<file path="src/rtl/quad_irq_pkg.sv">
package quad_irq_pkg;
  localparam int NSRC = 4;
  localparam int NPIN = 2;

  localparam int SRC_VAR  = 0;
  localparam int SRC_SEC  = 1;
  localparam int SRC_PIN1 = 2;
  localparam int SRC_PIN2 = 3;

  typedef enum logic [1:0] {
    VSEL_1K    = 2'b00,
    VSEL_50    = 2'b01,
    VSEL_TONE0 = 2'b10,
    VSEL_TONE1 = 2'b11
  } vsel_e;

  // Interleave level and latch: bit 2k = level, bit 2k+1 = latch
  function automatic logic [2*NSRC-1:0] pack_status(
    input logic [NSRC-1:0] lvl,
    input logic [NSRC-1:0] lat
  );
    logic [2*NSRC-1:0] r;
    for (int k = 0; k < NSRC; k++) begin
      r[2*k]   = lvl[k];
      r[2*k+1] = lat[k];
    end
    return r;
  endfunction
endpackage

</file>
<file path="src/rtl/qirq_var_mux.sv">
module qirq_var_mux
  import quad_irq_pkg::*;
(
  input  logic       tick_1khz,
  input  logic       tick_50hz,
  input  logic       tone0_tick,
  input  logic       tone1_tick,
  input  logic [1:0] var_sel,
  output logic       var_evt
);
  always_comb begin
    unique case (vsel_e'(var_sel))
      VSEL_1K:    var_evt = tick_1khz;
      VSEL_50:    var_evt = tick_50hz;
      VSEL_TONE0: var_evt = tone0_tick;
      VSEL_TONE1: var_evt = tone1_tick;
      default:    var_evt = 1'b0;
    endcase
  end
endmodule

</file>
<file path="src/rtl/qirq_pin_edge.sv">
module qirq_pin_edge #(
  parameter int SYNC_STAGES = 2
) (
  input  logic clk,
  input  logic rst_n,
  input  logic pin_n,
  output logic level,
  output logic fall
);
  localparam int MSB = SYNC_STAGES - 1;

  logic [MSB:0] sync_q;
  logic         prev_q;

  generate
    if (SYNC_STAGES == 1) begin : g_one
      always_ff @(posedge clk or negedge rst_n)
        if (!rst_n) sync_q <= '1;
        else        sync_q <= pin_n;
    end else begin : g_chain
      always_ff @(posedge clk or negedge rst_n)
        if (!rst_n) sync_q <= '1;
        else        sync_q <= {sync_q[MSB-1:0], pin_n};
    end
  endgenerate

  always_ff @(posedge clk or negedge rst_n)
    if (!rst_n) prev_q <= 1'b1;
    else        prev_q <= sync_q[MSB];

  assign level = sync_q[MSB];
  assign fall  = prev_q & ~sync_q[MSB];
endmodule

</file>
<file path="src/rtl/qirq_src_latch.sv">
module qirq_src_latch (
  input  logic clk,
  input  logic rst_n,
  input  logic enable,
  input  logic evt,
  input  logic clr,
  output logic pending
);
  // a set event outranks a clear in the same cycle
  always_ff @(posedge clk or negedge rst_n)
    if (!rst_n)              pending <= 1'b0;
    else if (enable && evt)  pending <= 1'b1;
    else if (clr)            pending <= 1'b0;
endmodule

</file>
<file path="src/rtl/quad_irq_ctrl.sv">
module quad_irq_ctrl
  import quad_irq_pkg::*;
#(
  parameter logic [7:0] REG_ADDR    = 8'hB4,
  parameter int         SYNC_STAGES = 2
) (
  input  logic       clk,
  input  logic       rst_n,
  input  logic [7:0] io_addr,
  input  logic [7:0] io_wdata,
  input  logic       io_wr,
  input  logic       io_rd,
  output logic [7:0] io_rdata,
  input  logic       tick_1khz,
  input  logic       tick_50hz,
  input  logic       tone0_tick,
  input  logic       tone1_tick,
  input  logic       tick_1hz,
  input  logic [1:0] var_sel,
  input  logic       ext_int1_n,
  input  logic       ext_int2_n,
  output logic       cpu_int_n
);
  logic            wr_hit, rd_hit;
  logic [NSRC-1:0] en_q, lat_q, evt, lvl, clr;
  logic [NPIN-1:0] pins_n, pin_lvl, pin_fall;
  logic            var_evt;

  assign wr_hit = io_wr && (io_addr == REG_ADDR);
  assign rd_hit = io_rd && (io_addr == REG_ADDR);

  qirq_var_mux u_vmux (
    .tick_1khz (tick_1khz),
    .tick_50hz (tick_50hz),
    .tone0_tick(tone0_tick),
    .tone1_tick(tone1_tick),
    .var_sel   (var_sel),
    .var_evt   (var_evt)
  );

  assign pins_n = {ext_int2_n, ext_int1_n};

  generate
    for (genvar p = 0; p < NPIN; p++) begin : g_pin
      qirq_pin_edge #(.SYNC_STAGES(SYNC_STAGES)) u_edge (
        .clk  (clk),
        .rst_n(rst_n),
        .pin_n(pins_n[p]),
        .level(pin_lvl[p]),
        .fall (pin_fall[p])
      );
    end
  endgenerate

  assign evt = {pin_fall[1], pin_fall[0], tick_1hz, var_evt};
  assign lvl = {pin_lvl[1],  pin_lvl[0],  tick_1hz, var_evt};

  generate
    for (genvar k = 0; k < NSRC; k++) begin : g_src
      assign clr[k] = wr_hit && io_wdata[2*k+1];

      always_ff @(posedge clk or negedge rst_n)
        if (!rst_n)      en_q[k] <= 1'b0;
        else if (wr_hit) en_q[k] <= io_wdata[2*k];

      qirq_src_latch u_lat (
        .clk    (clk),
        .rst_n  (rst_n),
        .enable (en_q[k]),
        .evt    (evt[k]),
        .clr    (clr[k]),
        .pending(lat_q[k])
      );
    end
  endgenerate

  assign io_rdata  = rd_hit ? pack_status(lvl, lat_q) : 8'h00;
  assign cpu_int_n = ~|(en_q & lat_q);
endmodule

</file>
<file path="config.mk">
export PLATFORM = sky130hd
export DESIGN_NAME = quad_irq_ctrl
export DESIGN_NICKNAME = d
export VERILOG_FILES = /design/src/rtl/quad_irq_pkg.sv /design/src/rtl/qirq_var_mux.sv /design/src/rtl/qirq_pin_edge.sv /design/src/rtl/qirq_src_latch.sv /design/src/rtl/quad_irq_ctrl.sv
export SDC_FILE = /design/constraint.sdc
export NUM_CORES = 1
export LEC_CHECK = 0
export BUFFER_PORTS_ARGS = -buffer_cell sky130_fd_sc_hd__buf_2
export CAP_MARGIN = 25
export CORE_UTILIZATION = 38
export DETAILED_ROUTE_END_ITERATION = 12
export GPL_ROUTABILITY_DRIVEN = 0
export PLACE_DENSITY = 0.73
export SLEW_MARGIN = 20
export SYNTH_ARGS = -nofsm -noshare
export SYNTH_HDL_FRONTEND = slang
export SYNTH_HIERARCHICAL = 1
export SYNTH_SLANG_ARGS = --single-unit
</file>
<file path="constraint.sdc">
create_clock -name clk -period 0.9 [get_ports clk]
set_clock_uncertainty 0.15 [all_clocks]
set_input_delay 0 -clock clk [delete_from_list [all_inputs] [get_ports clk]]
set_output_delay 0 -clock clk [all_outputs]
set_load 0.02 [all_outputs]
</file>
# [Word level (Yosys, flattened, before mapping)]
# Index checks and enable logic that the tools add are counted.
[word_totals] in_bits=29 ff_bits=14 romBits=0 latchBits=0 mem_count=0 ramBits=0
[classes] muxes=10 n_shift=0 addsub=0 bitwise_logic=5 eq_ne=4 reduce_logical=17 n_mul=0 n_lt_le_gt_ge=0 n_div=0
[ops] operator="$logic_and A1 B1 Y1" count=10
[ops] operator="$eq A8 B8 Y1 const B" count=1
[ops] operator="$mux W1" count=8
[ops] operator="$mux W8" count=1
[ops] operator="$reduce_bool A2 Y1" count=4
[ops] operator="$and A4 B4 Y4" count=1
[ops] operator="$eq A2 B2 Y1 const B" count=2
[ops] operator="$pmux W1 S4" count=1
[ops] operator="$reduce_or A4 Y1" count=1
[ops] operator="$and A1 B1 Y1" count=2
[ops] operator="$eq A2 B1 Y1 const B" count=1
[ops] operator="$logic_not A2 Y1" count=1
[ops] operator="$not A1 Y1" count=2
[ops] operator="$logic_not A1 Y1" count=1

# [Logic depth before layout (Yosys ltp)]
[logic_depth] ltp_word=5 ltp_mapped=4

# [By module]
# Netlist, hierarchy kept.
[by_module_without_submodules] module="quad_irq_ctrl" seq_area_each_um2=100.1 cells_each=28 area_each_um2=310.3 instances=1
[by_module_without_submodules] module="qirq_pin_edge" seq_area_each_um2=78.8 cells_each=4 area_each_um2=92.6 instances=2
[by_module_without_submodules] module="qirq_src_latch" seq_area_each_um2=25.0 cells_each=4 area_each_um2=41.3 instances=4
[by_module_without_submodules] module="qirq_var_mux" seq_area_each_um2=0.0 cells_each=1 area_each_um2=22.5 instances=1

# [Worst setup path before layout]
# OpenSTA, ideal clock, no wires.
[synth_timing] kind="register to output" start="reg en_q[0]" end="out cpu_int_n" path_stages_with_launch=3 arrival_time_ps=1145 slack_ps=-395 required_time_ps=750 cell_sequence="dfrtp_1 a22o_1 a221oi_1"
[synth_via] elab_chain_cells=3
[synth_rtl] element="start, declared" line_no="quad_irq_ctrl.sv:25" rtl="logic [NSRC-1:0] en_q, lat_q, evt, lvl, clr;"
[synth_rtl] element="start signal, assigned by index" line_no="quad_irq_ctrl.sv:64" rtl="else if (wr_hit) en_q[k] <= io_wdata[2*k];"
[synth_rtl] element="$and A4 B4 Y4" line_no="quad_irq_ctrl.sv:78" rtl="assign cpu_int_n = ~|(en_q & lat_q);"
[synth_rtl] element="$reduce_or A4 Y1" line_no="quad_irq_ctrl.sv:78"
[synth_rtl] element="$logic_not A1 Y1" line_no="quad_irq_ctrl.sv:78"
[synth_rtl] element="end, declared" line_no="quad_irq_ctrl.sv:22" rtl="output logic cpu_int_n"
# Every way passes these cells.

# [Worst setup path after layout]
[layout_timing] start="reg g_src[0].u_lat.pending" end="out cpu_int_n"
[layout_via] elab_chain_cells=3
[layout_rtl] element="start, declared" line_no="qirq_src_latch.sv:7" rtl="output logic pending"
[layout_rtl] element="start signal, assigned" line_no="qirq_src_latch.sv:11" rtl="if (!rst_n) pending <= 1'b0;"
[layout_rtl] element="start signal, assigned" line_no="qirq_src_latch.sv:12" rtl="else if (enable && evt) pending <= 1'b1;"
[layout_rtl] element="start signal, assigned" line_no="qirq_src_latch.sv:13" rtl="else if (clr) pending <= 1'b0;"
[layout_rtl] element="$and A4 B4 Y4" line_no="quad_irq_ctrl.sv:78"
[layout_rtl] element="$reduce_or A4 Y1" line_no="quad_irq_ctrl.sv:78"
[layout_rtl] element="$logic_not A1 Y1" line_no="quad_irq_ctrl.sv:78"
# Every way passes these cells.

==> impl_results.md <==
- Initial Utilization: 42.9%
- Largest net degree at the start of global routing: 15
- Crit Path Max Fanout: 2
- Core area: 1590 µm²
- Yosys top cell by area: dfrtp_1
- Seq cells post-synth: 14
- Worst IR Drop VDD: 0.000899 V
- GRT Util Overall: 25.4%
- Routed Antenna Nets: 0
- Outcome: complete, but fails checks
- Setup WS post-layout: -0.527 ns
- Cell Pwr Density: 1010 nW/µm²
- Crit. End Element: primary output
- Setup_tns: -4.33 ns
- Hold_sp: var_sel[1]
- Critical Path RT: 0.75 ns
- CTS Buf Count: 3
- Fin. max-slew vios: 0
- Fraction of layout cells with a size suffix above 1: 74.8%
- Vias: 665
- Post-synthesis cell count: 53
- DR pass1 iterations: 4
- Worst Hold End: g_src[0].u_lat/pending$_DFFE_PN0P_
- CP Data Arrival Time: 1.28 ns
- Sequential-to-total area share from yosys stat: 52.4%
- Root buffer selected by CTS: clkbuf_4
- Top cell type's share of synthesized area: 29.3%
- Worst r2r src: g_src[0].u_lat/pending$_DFFE_PN0P_
- Slew margin rel.: 77.7%
- Startpoint Class: flop
- Die ar.: 1970 µm²
- # DRC: 0
- Latest clock arrival within the worst-skew pair: 0.28 ns
- Final setup fails: 19
- Post-synthesis cell type count: 15
- Failing checks: negative hold slack, negative setup slack
- Initial drt markers: 2
- Fin nets: 153
- Die W: 44.4 µm
- R2R setup slack: -0.17 ns
- Clk buf depth: 2
- Max Cap Violations: 0
- RSZ-0062 raised after global routing: true
- Initial antenna violation count: 0
- Gr ovfl total: 0
- Clock sinks: 14
- Hold Slack: -0.00779 ns
- Syn Area/Cell: 12.9 µm²
- Syn Nets: 82
- Clock slew at reported path FFs: 0.08 ns
- Port Buf Inserts: 37
- Fmax: 701 MHz
- H-tree depth: 1
- Top Ports: 38
- Post-layout util: 84.9%
- Reg-to-reg endpoint: g_src[0].u_lat/pending$_DFFE_PN0P_
- Total Wirelength: 2.12 mm
- R2R depth: 5
- Hold_buf cts: 12
- Min Tclk post-route: 1.43 ns
- HP Class: input port to flop
- CTS tree: built
- Vias in the first global route: 742
- # rows: 14
- Worst-Margin Slew: 0.335 ns
- Final critical-path share of the clock period: 159%
- Post-Syn Area: 683 µm²
- P_leak: 0.665 nW
- WHS Path Cells: 4
- Critical path type: flop to primary output
- Syn-to-layout area delta: 98.2%
- First-pass GRT wire length: 3.38 mm
- Largest cells by area after synthesis: dfrtp_1 (29%), dfstp_2 (23%), and2_1 (11%)
- Chip Height: 44.4 µm
- Via density: 4.52
- DR WL/cell: 14.4 µm
- Final number of hold-violating endpoints: 6
- YS warnings: 6
- Antenna cells: 0
==> final cells by class <==
cell class,count,area (µm²)
Timing Repair Buffer,66,541
Multi-Input combinational cell,33,374
Sequential cell,14,358
Fill cell,88,240
Tap cell,24,30.0
Clock buffer,4,26.3
Inverter,6,25.0
==> cells by family (layout without fill, tap and decap cells) <==
logic type	Yosys count	count (layout)	synth area share (%)
mux	5	5	9.89
simple gates	22	22	26.7
flops	14	14	52.4
buf+inv	6	76	3.30
compound gates	6	6	7.69
==> metrics by stage <==
stage | instance area (µm²) | power, mW | cells | setup slack, ns
floorplan | 699 | 0.776 | 53 | -0.233
global placement | 960 | 0.874 | 120 | -0.399
detailed placement | 960 | 0.882 | 120 | -0.430
CTS | 1290 | 1.34 | 143 | -0.517
global route | 1350 | 1.45 | 147 | -0.578
finish | 1350 | 1.37 | 147 | -0.527
==> placed cells by master, fill, tap and decap left out <==
master         synthesis  layout
inv_4                  0       1
and2_1                12       3
nand2_1                4       2
clkbuf_1               0       1
nand2_2                0       2
a221oi_2               0       1
inv_1                  6       4
buf_2                  0      27
nand4bb_4              1       2
nor2b_4                2       2
dfrtp_1                8       8
inv_2                  0       1
clkbuf_4               0       3
buf_6                  0      22
o21ai_2                4       4
nor3_4                 1       2
dlygate4sd3_1          0      12
dfstp_2                6       6
mux4_2                 1       1
mux2_4                 0       4
and2_4                 0       9
buf_4                  0       5
a22o_1                 1       1
==> worst max-delay path: stages (launching register included) <==
cell and delay [ns]:
dfrtp_1 0.39, a22o_1 0.24, a221oi_2 0.19, buf_4 0.18
==> synthesized netlist by cell type, drive strengths merged <==
cell      n
and2     12
dfrtp     8
mux4      1
nand4bb   2
nor2b     2
inv       6
nand2     4
o21ai     4
a22o      1
nor3      2
a221oi    1
dfstp     6
mux2      4
==> flip-flops by register name, indices dropped and copies added, names as in the netlist <==
signal,cells
en_q,4
g_pin.u_edge/prev_q,2
g_pin.u_edge/sync_q,4
g_src.u_lat/pending,4
==> power breakdown <==
part | switching, mW | internal (mW) | total [mW]
combinational | 0.110 | 0.193 | 0.303
clock | 0.202 | 0.172 | 0.375
sequential | 0.0209 | 0.670 | 0.691
total | 0.333 | 1.04 | 1.37
==> repair_timing <==
| item | in CTS | in global routing |
|---|---|---|
| pin swaps | 5 | 2 |
| setup buffers | 8 | 6 |
| setup endpoints to repair | 17 | 17 |
| resized for setup | 41 | 11 |
| hold endpoints to repair | 24 | 9 |
==> worst max-delay path by stage <==
stage,startpoint,to,slack [ns],cells after the start
finish,g_src[0].u_lat/pending$_DFFE_PN0P_,cpu_int_n,-0.53,3
global route,g_src[0].u_lat/pending$_DFFE_PN0P_,cpu_int_n,-0.58,3
global placement,io_addr[3],en_q[3]$_DFFE_PN0P_,-0.40,4
detailed placement,io_addr[3],en_q[3]$_DFFE_PN0P_,-0.43,4
floorplan,io_addr[3],en_q[0]$_DFFE_PN0P_,-0.23,3
CTS,g_src[0].u_lat/pending$_DFFE_PN0P_,cpu_int_n,-0.52,3
==> per-layer routing <==
layer	track usage, %	routed length (µm)	vias to the layer above
met5	0	0	-
met4	12.1	65	0
met3	8.16	73	6
met2	47.1	1210	25
met1	25.1	772	317
li1	-	-	317
No activity file was read; power rests on OpenSTA's default activity.
